## config.mk

```make
export PLATFORM = sky130hd
export DESIGN_NAME = adc_start_seq
export DESIGN_NICKNAME = d
export VERILOG_FILES = /design/src/rtl/adc_seq_pkg.sv /design/src/rtl/adc_sar_div.sv /design/src/rtl/adc_start_sel.sv /design/src/rtl/adc_conv_fsm.sv /design/src/rtl/adc_start_seq.sv
export SDC_FILE = /design/constraint.sdc
export NUM_CORES = 1
export LEC_CHECK = 0
export BUFFER_PORTS_ARGS = -buffer_cell sky130_fd_sc_hd__buf_2
export CORE_ASPECT_RATIO = 0.7
export CORE_MARGIN = 4
export CORE_UTILIZATION = 50
export CTS_BUF_LIST = sky130_fd_sc_hd__clkbuf_8
export CTS_CLUSTER_DIAMETER = 80
export DETAILED_ROUTE_END_ITERATION = 10
export PLACE_DENSITY = 0.71
export SETUP_SLACK_MARGIN = 0.02
export SYNTH_ARGS = -nofsm -noshare
export SYNTH_HDL_FRONTEND = slang
export SYNTH_SLANG_ARGS = --single-unit
```

## constraint.sdc

```tcl
create_clock -name clk -period 2.3 [get_ports clk]
set_input_delay 0.23 -clock clk [delete_from_list [all_inputs] [get_ports clk]]
set_output_delay 0.23 -clock clk [all_outputs]
set_load 0.005 [all_outputs]
```

## src/rtl/adc_seq_pkg.sv

```systemverilog
package adc_seq_pkg;

  typedef enum logic [1:0] {
    ST_IDLE  = 2'd0,
    ST_TRACK = 2'd1,
    ST_CONV  = 2'd2
  } seq_state_t;

  // register addresses
  localparam logic [1:0] A_CTRL   = 2'd0;
  localparam logic [1:0] A_SARDIV = 2'd1;
  localparam logic [1:0] A_WHI    = 2'd2;
  localparam logic [1:0] A_WLO    = 2'd3;

  // control register bit positions
  localparam int B_EN       = 0;
  localparam int B_LP       = 1;
  localparam int B_SRC_LO   = 2;
  localparam int B_GO       = 5;
  localparam int B_CLR_DONE = 6;
  localparam int B_CLR_WIN  = 7;

  // start source codes (1xx = sibling start)
  localparam logic [2:0] SRC_SW  = 3'b000;
  localparam logic [2:0] SRC_T3  = 3'b001;
  localparam logic [2:0] SRC_PIN = 3'b010;
  localparam logic [2:0] SRC_T2  = 3'b011;

endpackage

```

## src/rtl/adc_sar_div.sv

```systemverilog
module adc_sar_div #(
  parameter int DIV_W = 5
) (
  input  logic             clk,
  input  logic             rst,
  input  logic             run_i,
  input  logic [DIV_W-1:0] per_i,
  output logic             tick_o
);

  logic [DIV_W-1:0] cnt_q;
  logic [DIV_W-1:0] per_q;

  // period is captured while idle so a write never disturbs a running conversion
  always_ff @(posedge clk) begin
    if (rst) begin
      cnt_q <= '0;
      per_q <= '0;
    end else if (!run_i) begin
      cnt_q <= '0;
      per_q <= per_i;
    end else if (cnt_q == per_q) begin
      cnt_q <= '0;
    end else begin
      cnt_q <= cnt_q + 1'b1;
    end
  end

  assign tick_o = run_i && (cnt_q == per_q);


  div_bound_chk: assert property (@(posedge clk) disable iff (rst)
    run_i |-> (cnt_q <= per_q));

endmodule

```

## src/rtl/adc_start_sel.sv

```systemverilog
module adc_start_sel
  import adc_seq_pkg::*;
#(
  parameter int SYNC_STAGES = 2
) (
  input  logic       clk,
  input  logic       rst,
  input  logic       en_i,
  input  logic [2:0] src_i,
  input  logic       sw_go_i,
  input  logic       t3_i,
  input  logic       t2_i,
  input  logic       pin_i,
  input  logic       sib_i,
  output logic       start_o,
  output logic       pin_lvl_o
);

  logic [SYNC_STAGES-1:0] sync_q;
  logic                   prev_q;
  logic                   rise;
  logic                   evt;

  // synchronizer chain
  for (genvar g = 0; g < SYNC_STAGES; g++) begin : g_sync
    if (g == 0) begin : g_first
      always_ff @(posedge clk) begin
        if (rst) sync_q[0] <= 1'b0;
        else     sync_q[0] <= pin_i;
      end
    end else begin : g_next
      always_ff @(posedge clk) begin
        if (rst) sync_q[g] <= 1'b0;
        else     sync_q[g] <= sync_q[g-1];
      end
    end
  end

  always_ff @(posedge clk) begin
    if (rst) prev_q <= 1'b0;
    else     prev_q <= sync_q[SYNC_STAGES-1];
  end

  assign pin_lvl_o = sync_q[SYNC_STAGES-1];
  assign rise      = pin_lvl_o && !prev_q;

  // source decode
  always_comb begin
    case (src_i)
      SRC_SW:  evt = 1'b0;
      SRC_T3:  evt = t3_i;
      SRC_PIN: evt = rise;
      SRC_T2:  evt = t2_i;
      default: evt = sib_i;
    endcase
  end

  // sw_go_i is already qualified by the written enable bit
  assign start_o = sw_go_i || (en_i && evt);

endmodule

```

## src/rtl/adc_conv_fsm.sv

```systemverilog
module adc_conv_fsm
  import adc_seq_pkg::*;
#(
  parameter int RES_W       = 12,
  parameter int CONV_TICKS  = 10,
  parameter int TRACK_TICKS = 3,
  parameter int WIN_OUTSIDE = 1
) (
  input  logic             clk,
  input  logic             rst,
  input  logic             start_i,
  input  logic             en_i,
  input  logic             lp_i,
  input  logic             pin_src_i,
  input  logic             pin_lvl_i,
  input  logic             tick_i,
  input  logic [RES_W-1:0] res_i,
  input  logic [RES_W-1:0] whi_i,
  input  logic [RES_W-1:0] wlo_i,
  input  logic             clr_done_i,
  input  logic             clr_win_i,
  output logic             run_o,
  output logic             busy_o,
  output logic             trk_o,
  output logic             conv_o,
  output logic             done_o,
  output logic             win_o,
  output logic [RES_W-1:0] result_o
);

  localparam int PH_MAX = (CONV_TICKS > TRACK_TICKS) ? CONV_TICKS : TRACK_TICKS;
  localparam int PH_W   = $clog2(PH_MAX + 1);

  seq_state_t       state_q, state_d;
  logic [PH_W-1:0]  ph_q, ph_d;
  logic [RES_W-1:0] result_q;
  logic             done_q, win_q;
  logic             finish;
  logic             match;

  // window match form chosen by parameter
  if (WIN_OUTSIDE != 0) begin : g_win_out
    assign match = (res_i > whi_i) || (res_i < wlo_i);
  end else begin : g_win_in
    assign match = (res_i <= whi_i) && (res_i >= wlo_i);
  end

  assign finish = (state_q == ST_CONV) && tick_i && (ph_q == PH_W'(CONV_TICKS - 1));

  always_comb begin
    state_d = state_q;
    ph_d    = ph_q;
    case (state_q)
      ST_IDLE: begin
        // starts only accepted here
        if (start_i) begin
          ph_d    = '0;
          state_d = (lp_i && !pin_src_i) ? ST_TRACK : ST_CONV;
        end
      end
      ST_TRACK: begin
        if (tick_i) begin
          if (ph_q == PH_W'(TRACK_TICKS - 1)) begin
            ph_d    = '0;
            state_d = ST_CONV;
          end else begin
            ph_d = ph_q + 1'b1;
          end
        end
      end
      ST_CONV: begin
        if (tick_i) begin
          if (finish) begin
            ph_d    = '0;
            state_d = ST_IDLE;
          end else begin
            ph_d = ph_q + 1'b1;
          end
        end
      end
      default: state_d = ST_IDLE;
    endcase
  end

  always_ff @(posedge clk) begin
    if (rst) begin
      state_q  <= ST_IDLE;
      ph_q     <= '0;
      result_q <= '0;
      done_q   <= 1'b0;
      win_q    <= 1'b0;
    end else begin
      state_q <= state_d;
      ph_q    <= ph_d;
      if (finish) result_q <= res_i;
      // a completion beats a clear on the same edge
      if (finish)          done_q <= 1'b1;
      else if (clr_done_i) done_q <= 1'b0;
      if (finish && match) win_q <= 1'b1;
      else if (clr_win_i)  win_q <= 1'b0;
    end
  end

  assign busy_o   = (state_q != ST_IDLE);
  assign run_o    = busy_o;
  assign conv_o   = (state_q == ST_CONV);
  assign trk_o    = (state_q == ST_TRACK) ||
                    ((state_q == ST_IDLE) && en_i &&
                     (!lp_i || (pin_src_i && !pin_lvl_i)));
  assign done_o   = done_q;
  assign win_o    = win_q;
  assign result_o = result_q;


  done_from_conv_chk: assert property (@(posedge clk) disable iff (rst)
    $rose(done_q) |-> $past(state_q == ST_CONV));


  end_sets_done_chk: assert property (@(posedge clk) disable iff (rst)
    $fell(busy_o) |-> done_q);


  result_hold_chk: assert property (@(posedge clk) disable iff (rst)
    (state_q == ST_IDLE) |=> $stable(result_q));

endmodule

```

## src/rtl/adc_start_seq.sv

```systemverilog
module adc_start_seq
  import adc_seq_pkg::*;
#(
  parameter int RES_W       = 12,
  parameter int DIV_W       = 5,
  parameter int CONV_TICKS  = 10,
  parameter int TRACK_TICKS = 3,
  parameter int SYNC_STAGES = 2,
  parameter int WIN_OUTSIDE = 1
) (
  input  logic             clk,
  input  logic             rst,
  input  logic             wr_en,
  input  logic [1:0]       wr_addr,
  input  logic [RES_W-1:0] wr_data,
  input  logic             tmr3_ovf,
  input  logic             tmr2_ovf,
  input  logic             ext_start_pin,
  input  logic             sib_sw_start,
  input  logic [RES_W-1:0] res_data,
  output logic             trk_hold,
  output logic             conv_active,
  output logic             busy,
  output logic             done_flag,
  output logic             win_flag,
  output logic [RES_W-1:0] result
);

  logic             en_q, lp_q;
  logic [2:0]       src_q;
  logic [DIV_W-1:0] per_q;
  logic [RES_W-1:0] whi_q, wlo_q;
  logic             ctrl_wr, sw_go, clr_done, clr_win;
  logic             start, pin_lvl, tick, run, busy_w;

  assign ctrl_wr  = wr_en && (wr_addr == A_CTRL);
  // go only counts with source 000 and enable written together
  assign sw_go    = ctrl_wr && wr_data[B_GO] && wr_data[B_EN] &&
                    (wr_data[B_SRC_LO +: 3] == SRC_SW);
  assign clr_done = ctrl_wr && wr_data[B_CLR_DONE];
  assign clr_win  = ctrl_wr && wr_data[B_CLR_WIN];

  always_ff @(posedge clk) begin
    if (rst) begin
      en_q  <= 1'b0;
      lp_q  <= 1'b0;
      src_q <= SRC_SW;
      per_q <= '0;
      whi_q <= '0;
      wlo_q <= '0;
    end else if (wr_en) begin
      case (wr_addr)
        A_CTRL: begin
          en_q  <= wr_data[B_EN];
          lp_q  <= wr_data[B_LP];
          src_q <= wr_data[B_SRC_LO +: 3];
        end
        A_SARDIV: per_q <= wr_data[DIV_W-1:0];
        A_WHI:    whi_q <= wr_data;
        default:  wlo_q <= wr_data;
      endcase
    end
  end

  adc_start_sel #(.SYNC_STAGES(SYNC_STAGES)) u_sel (
    .clk       (clk),
    .rst       (rst),
    .en_i      (en_q),
    .src_i     (src_q),
    .sw_go_i   (sw_go),
    .t3_i      (tmr3_ovf),
    .t2_i      (tmr2_ovf),
    .pin_i     (ext_start_pin),
    .sib_i     (sib_sw_start),
    .start_o   (start),
    .pin_lvl_o (pin_lvl)
  );

  adc_sar_div #(.DIV_W(DIV_W)) u_div (
    .clk    (clk),
    .rst    (rst),
    .run_i  (run),
    .per_i  (per_q),
    .tick_o (tick)
  );

  adc_conv_fsm #(
    .RES_W       (RES_W),
    .CONV_TICKS  (CONV_TICKS),
    .TRACK_TICKS (TRACK_TICKS),
    .WIN_OUTSIDE (WIN_OUTSIDE)
  ) u_fsm (
    .clk        (clk),
    .rst        (rst),
    .start_i    (start),
    .en_i       (en_q),
    .lp_i       (lp_q),
    .pin_src_i  (src_q == SRC_PIN),
    .pin_lvl_i  (pin_lvl),
    .tick_i     (tick),
    .res_i      (res_data),
    .whi_i      (whi_q),
    .wlo_i      (wlo_q),
    .clr_done_i (clr_done),
    .clr_win_i  (clr_win),
    .run_o      (run),
    .busy_o     (busy_w),
    .trk_o      (trk_hold),
    .conv_o     (conv_active),
    .done_o     (done_flag),
    .win_o      (win_flag),
    .result_o   (result)
  );

  assign busy = busy_w;


  disabled_no_start_chk: assert property (@(posedge clk) disable iff (rst)
    (!en_q && !ctrl_wr && !busy_w) |=> !busy_w);

endmodule

```

; ---- Word-level counts from Yosys, hierarchy flattened
; Index checks and enable logic that the tools add are counted.
[op_classes]
add_sub_neg = 2
bitwise = 2
eq_ne = 15
reduce_logical = 40
n_lt_le_gt_ge = 2
muxes = 18
[op_table]
columns = cell, n
row1 = $mux 4, 5
row2 = $logic_and 1x1->1, 16
row3 = $gt 12x12->1, 1
row4 = $lt 12x12->1, 1
row5 = $mux 2, 6
row6 = $pmux 4 s3, 1
row7 = $ne 2x1->1 const B, 4
row8 = $reduce_and 2->1, 4
row9 = $eq 3x2->1 const B, 2
row10 = $logic_not 3->1, 2
row11 = $pmux 2 s3, 1
row12 = $reduce_bool 2->1, 3
row13 = $reduce_or 3->1, 2
row14 = $add 5x1->5 const B, 1
row15 = $eq 5x5->1, 1
row16 = $reduce_and 5->1, 1
row17 = $add 4x1->4 const B, 1
row18 = $eq 2x1->1 const B, 2
row19 = $eq 2x2->1 const B, 2
row20 = $eq 4x2->1 const B, 1
row21 = $eq 4x4->1 const B, 1
row22 = $logic_not 1->1, 4
row23 = $logic_not 2->1, 2
row24 = $logic_or 1x1->1, 4
row25 = 7 further kinds, 11
[totals]
out_inout_bits = 17
register_bits = 67

; ---- Logic depth before layout (Yosys ltp)
[logic_depth]
ltp_word = 8
depth_mapped = 9
mapped_depth_nobuf = 8

; ---- Modules after synthesis
; Synthesis repeated with hierarchy kept, for this count alone.
[unflattened]
hier_cells = 381
hier_area_um2 = 3467.1
[by_module_without_submodules]
columns = module, area_per_inst_um2, seq_area_each_um2, cells_each, instances
row1 = adc_conv_fsm, 1481.4, 400.4, 193, 1
row2 = adc_start_seq, 1426.4, 680.7, 133, 1
row3 = adc_sar_div, 434.2, 200.2, 42, 1
row4 = adc_start_sel, 125.1, 60.1, 13, 1

; ---- Worst setup path after synthesis
; No wires, ideal clock.
[synth_path]
path_type = reg-to-reg
from = register u_fsm.state_q[0]
to = register u_fsm.ph_q[2]
path_stages_with_launch = 10
period_less_slack_ns = 1.968
n_path_buf = 1
t_arrival_ns = 1.850
setup_ns = 0.117
setup_slack_ns = 0.332
path_cell_list = dfxtp_1 -> inv_1 -> ha_1 -> buf_2 -> inv_1 -> nand2_1 -> nor4_4 -> a2bb2oi_2 -> o21bai_1 -> a32o_1
[synth_between]
elab_chain_cells = 7
word_cells_on_any_way = 15
classes_between = eq/ne: 5 / mux: 3 / reduce/logical: 7
[synth_rtl]
columns = item, line_no
row1 = start: declaration, adc_conv_fsm.sv:34  ; seq_state_t state_q, state_d;
row2 = start signal: assignment, adc_conv_fsm.sv:93  ; state_q <= state_d;
row3 = $reduce_bool 2->1 (*), adc_conv_fsm.sv:104  ; assign busy_o = (state_q != ST_IDLE);
row4 = via busy, adc_start_seq.sv:23  ; output logic busy,
row5 = $logic_and 1x1->1 (*), adc_sar_div.sv:29  ; assign tick_o = run_i && (cnt_q == per_q);
row6 = $logic_and 1x1->1 (2 in series), adc_conv_fsm.sv:48  ; assign finish = (state_q == ST_CONV) && tick_i && (ph_q == PH_W'(CONV_TICKS - 1));
row7 = $mux 4, adc_conv_fsm.sv:73  ; if (finish) begin
row8 = $mux 4, adc_conv_fsm.sv:72  ; if (tick_i) begin
row9 = $pmux 4 s3, adc_conv_fsm.sv:53  ; case (state_q)
row10 = end signal: assignment, adc_conv_fsm.sv:94  ; ph_q <= ph_d;
row11 = end: declaration, adc_conv_fsm.sv:35  ; logic [PH_W-1:0] ph_q, ph_d;
; Mark *: on every way through the listed nets, which the timed path passes. The rest lies on a longest branch. The select of a mux whose other input is x is not followed.
; A chain may end at the register's enable or synchronous reset.

; ---- Worst setup path after layout
[layout_path]
from = register u_div.cnt_q[2]
to = register u_fsm.ph_q[1]
[layout_between]
elab_chain_cells = 7
word_cells_on_any_way = 10
classes_between = eq/ne: 3 / mux: 3 / reduce/logical: 4
[layout_rtl]
columns = item, line_no
row1 = start: declaration, adc_sar_div.sv:11  ; logic [DIV_W-1:0] cnt_q;
row2 = start signal: assignment, adc_sar_div.sv:25  ; cnt_q <= cnt_q + 1'b1;
row3 = $eq 5x5->1 (*), adc_sar_div.sv:29
row4 = $logic_and 1x1->1 (*), adc_sar_div.sv:29
row5 = $logic_and 1x1->1 (2 in series), adc_conv_fsm.sv:48
row6 = $mux 4, adc_conv_fsm.sv:73
row7 = $mux 4, adc_conv_fsm.sv:72
row8 = $pmux 4 s3, adc_conv_fsm.sv:53
; Every way passes the cells marked *; elsewhere a longest branch is shown, timed or not. The select of a mux whose other input is x is not followed.

==> impl_metrics.py <==
metrics = {
    "synth": {
        "area_of_the_mapped_netlist_um2": 3309,
        "per_instance_average_area_after_synthesis_um2": 9.042,
        "yosysWarnings": 0,
        "syn_nets": 430,
        "ys_dominant_reg_cell": "dfxtp_1",
        "synth_seq_cells": 67,
        "number_of_synthesized_flops_with_an_enable_pin": 0,
        "synth_async_sr_flop_share_pct": 0,
        "yosysTopAreaCell": "dfxtp_1",
        "yosysTopAreaCellShare_pct": 40.53,
        "synth.top_cells.by_area": "dfxtp_1 41%, ha_1 12%, mux2i_1 11%, nor2_1 5.8%, nand2_1 4.2%",
        "synth.distinct_cells": 44,
        "cell_count_after_synthesis": 366,
        "synth_seq_area_share_pct": 40.53,
    },
    "detailed_routing": {
        "vias_per_inst": 5.083,
        "detailedRoute.firstIterationViolations": 104,
        "router_iterations_before_antenna_repair": 4,
        "ant_nets": 0,
        "detailroute.via_count": 2618,
        "wirelength_routed_um": 7390,
        "detail_route.drc_violations": 0,
        "avgRoutedWirePerCell_um": 14.35,
    },
    "timing": {
        "final.period_utilization_pct": 83.22,
        "top_achievable_clock_speed_ghz": 0.5224,
        "measured_slew_at_the_worst_slew_check_pin_ps": 560.8,
        "rsz0062_at_grt": "no",
        "totalNegativeSetupSlack_ps": 0,
        "maxSlewHeadroom_pct": 62.51,
        "period_needed_ps": 1914,
        "timing_max_transition_violations_final": 0,
        "finalHoldViolations": 0,
        "clock_skew_ps": 7.859,
        "final_setup_fails": 0,
    },
    "worst_setup_path": {
        "criticalPathCategory": "flip-flop to flip-flop",
        "critical_path_buf_inv_count": 0,
        "worstPathArrival_ps": 2190,
        "cp_max_fo": 8,
        "timing.critical_path.slowest_stage_cell": "dfxtp_1",
        "timing.critical_path.required_ps": 2580,
        "cp_launch_type": "flip-flop",
        "cp-end-kind": "flip-flop",
        "cpLargestDelayFamily": "simple AND/OR/NAND/NOR gates",
        "critical_path.max_stage_delay_ps": 410,
        "cp_cell_instances": "xnor2_1 > nand3_2 > o32ai_2 > nand3b_2 > or3_1 > a21oi_1",
    },
    "floorplan": {
        "number_of_placement_rows": 24,
        "die-height_um": 76.07,
        "floorplan.die.width_um": 105.2,
        "design.core.area_um2": 6336,
        "floorplan.initialDensity_pct": 52.23,
        "die_area_um2": 8005,
        "io-pin-count": 50,
    },
    "clock_network": {
        "post_cts_setup_inserts": 0,
        "worst_setup_hold_path_clk_slew_ps": 80,
        "post_cts_resized": 0,
        "cts_tree": "built",
        "numClockSinks": 67,
        "cts_htree_levels": 3,
        "cts_inserted_buffers": 9,
        "clock_tree.buffer_depth": 2,
        "clock_tree.root_cell": "clkbuf_8",
        "clock_latency_ps": 350,
        "hold_buffers": 0,
    },
    "power": {
        "power.share.switching_pct": 26.28,
        "power_density_nw_per_um2": 686.6,
        "switching_power_w": 0.0006987,
        "p_seq_share_pct": 45.6,
        "internal_power_w": 0.001960,
        "power.ir.vdd_worst_uv": 304.3,
        "totalPowerFinal_w": 0.002659,
        "leakage_power_total_nw": 1.702,
        "power_frac_comb_pct": 14.3,
        "clockPowerShare_pct": 40.2,
    },
    "final_layout": {
        "fillers": 539,
        "area_of_all_sequential_standard_cells_um2": 1341,
        "area_delta_synth_final_pct": 17.01,
        "num_antenna_cells": 0,
        "final_layout_size_suffix_gt1_share_pct": 18.63,
        "final_net_count": 483,
        "multi_input_area_um2": 1794,
    },
    "placement": {
        "numPortBuffers": 49,
        "place_hpwl_um": 5552,
        "routabilityCongestion": 0.8035,
    },
    "global_routing": {
        "first_pass_grt_wire_length_um": 12080,
        "residual_overflow_from_global_routing": 0,
        "maximum_number_of_pins_on_one_net_before_global_route_repair": 26,
        "first_global_vias": 2476,
        "all_layer_gr_usage_pct": 18.78,
        "antenna_found_initial": 0,
    },
    "min_path": {
        "hold_path_class": "input pin to flip-flop",
    },
    "run_status": {
        "result_of_the_run": "finished, final reports clean",
    },
    "flow_run": {
        "maxCapViolCount": 0,
    },
}
-- registers in the layout, indices dropped and copies added (netlist names) --
| signal | flops |
|---|---|
| u_fsm.ph_q | 4 |
| u_fsm.done_o | 1 |
| en_q | 1 |
| u_fsm.result_o | 12 |
| u_fsm.state_q | 2 |
| u_sel.sync_q | 1 |
| wlo_q | 12 |
| whi_q | 12 |
| u_div.per_q | 5 |
| src_q | 3 |
| u_fsm.win_o | 1 |
| lp_q | 1 |
| u_sel.prev_q | 1 |
| per_q | 5 |
| u_sel.pin_lvl_o | 1 |
| u_div.cnt_q | 5 |
-- layout make-up --
| class | instances | area share (%) |
|---|---|---|
| sequential | 67 | 34.64 |
| inverter | 31 | 3.005 |
| multi-input combinational | 255 | 46.33 |
| clock inverter | 7 | 2.391 |
| clock buffer | 9 | 3.199 |
| timing repair buffer | 55 | 7.496 |
| tap | 91 | 2.940 |
-- per-layer routing --
metal	routed length (um)	track usage [%]	share of wire (%)
met4	57	3.539	0.77
met5	0	0	0
met3	501	6.097	6.8
met2	3171	27.48	43
met1	3659	27.08	50
-- per-stage QoR --
| stage | cells | worst slack [ps] | utilization [%] | cell area (um^2) | hold slack, ps |
|---|---|---|---|---|---|
| finish | 515 | 385.9 | 61.12 | 3872 | 88.15 |
| CTS | 515 | 394.9 | 61.12 | 3872 | 80.62 |
| global route | 515 | 182.6 | 61.12 | 3872 | 102.9 |
| global placement | 499 | 490.6 | 57.70 | 3656 | 416.9 |
| detailed placement | 499 | 426.4 | 57.70 | 3656 | 435.2 |
| floorplan | 366 | 332.1 | - | 3309 | 358.2 |
-- worst paths after layout --
check	from	endpoint	slack, ps	cells after the start
worst max register to register	u_div.cnt_q[2]	u_fsm.ph_q[1]	390	6
worst min-delay path	ext_start_pin	u_sel.sync_q[0]	90	2
worst max-delay path	u_div.cnt_q[2]	u_fsm.ph_q[1]	390	6
worst min register to register	u_sel.sync_q[0]	u_sel.pin_lvl_o	450	1
-- power groups by stage --
stage / Combinational (W) / Clock (W) / Sequential, W
4_1_cts: 0.000381 / 0.00109 / 0.00121
5_1_grt: 0.000423 / 0.00115 / 0.00121
6_report: 0.000380 / 0.00107 / 0.00121
2_1_floorplan: 0.000253 / 0 / 0.00123
3_3_place_gp: 0.000365 / 0 / 0.00124
3_5_place_dp: 0.000378 / 0 / 0.00124
-- logic make-up (layout without fill, tap and decap cells) --
| family | after synthesis | in the layout | synth area share [%] |
|---|---|---|---|
| compound gates | 55 | 55 | 11.19 |
| xor+xnor | 8 | 8 | 2.117 |
| fa+ha+maj | 31 | 31 | 11.72 |
| buf+inv | 44 | 102 | 5.255 |
| flops | 67 | 67 | 40.53 |
| mux | 39 | 39 | 11.83 |
| simple gates | 122 | 122 | 17.35 |
-- cell usage in the layout (no fill, tap or decap), types with 2 or more instances in the layout --
cell       count
dfxtp_1       67
nor2_1        51
buf_2         49
mux2i_1       38
nand2_1       37
inv_1         31
ha_1          31
a21oi_1       25
clkbuf_8       9
a21o_1         8
xnor2_1        6
nand4_1        6
buf_4          6
nand3_1        5
a211oi_1       4
o211ai_1       4
or3_1          4
nor2b_1        4
nand3b_1       3
clkinv_2       3
o21ai_0        2
and3_1         2
xor2_1         2
nand2b_1       2
a311oi_1       2
bufinv_16      2
clkinv_4       2
-- Yosys cell counts, types with 4 or more instances --
master,n
dfxtp_1,67
nor2_1,51
mux2i_1,38
nand2_1,37
ha_1,31
inv_1,31
a21oi_1,25
a21o_1,8
clkbuf_1,7
nand4_1,6
xnor2_1,6
nand3_1,5
a211oi_1,4
nor2b_1,4
o211ai_1,4
or3_1,4
(Power assumes the default switching activity.)
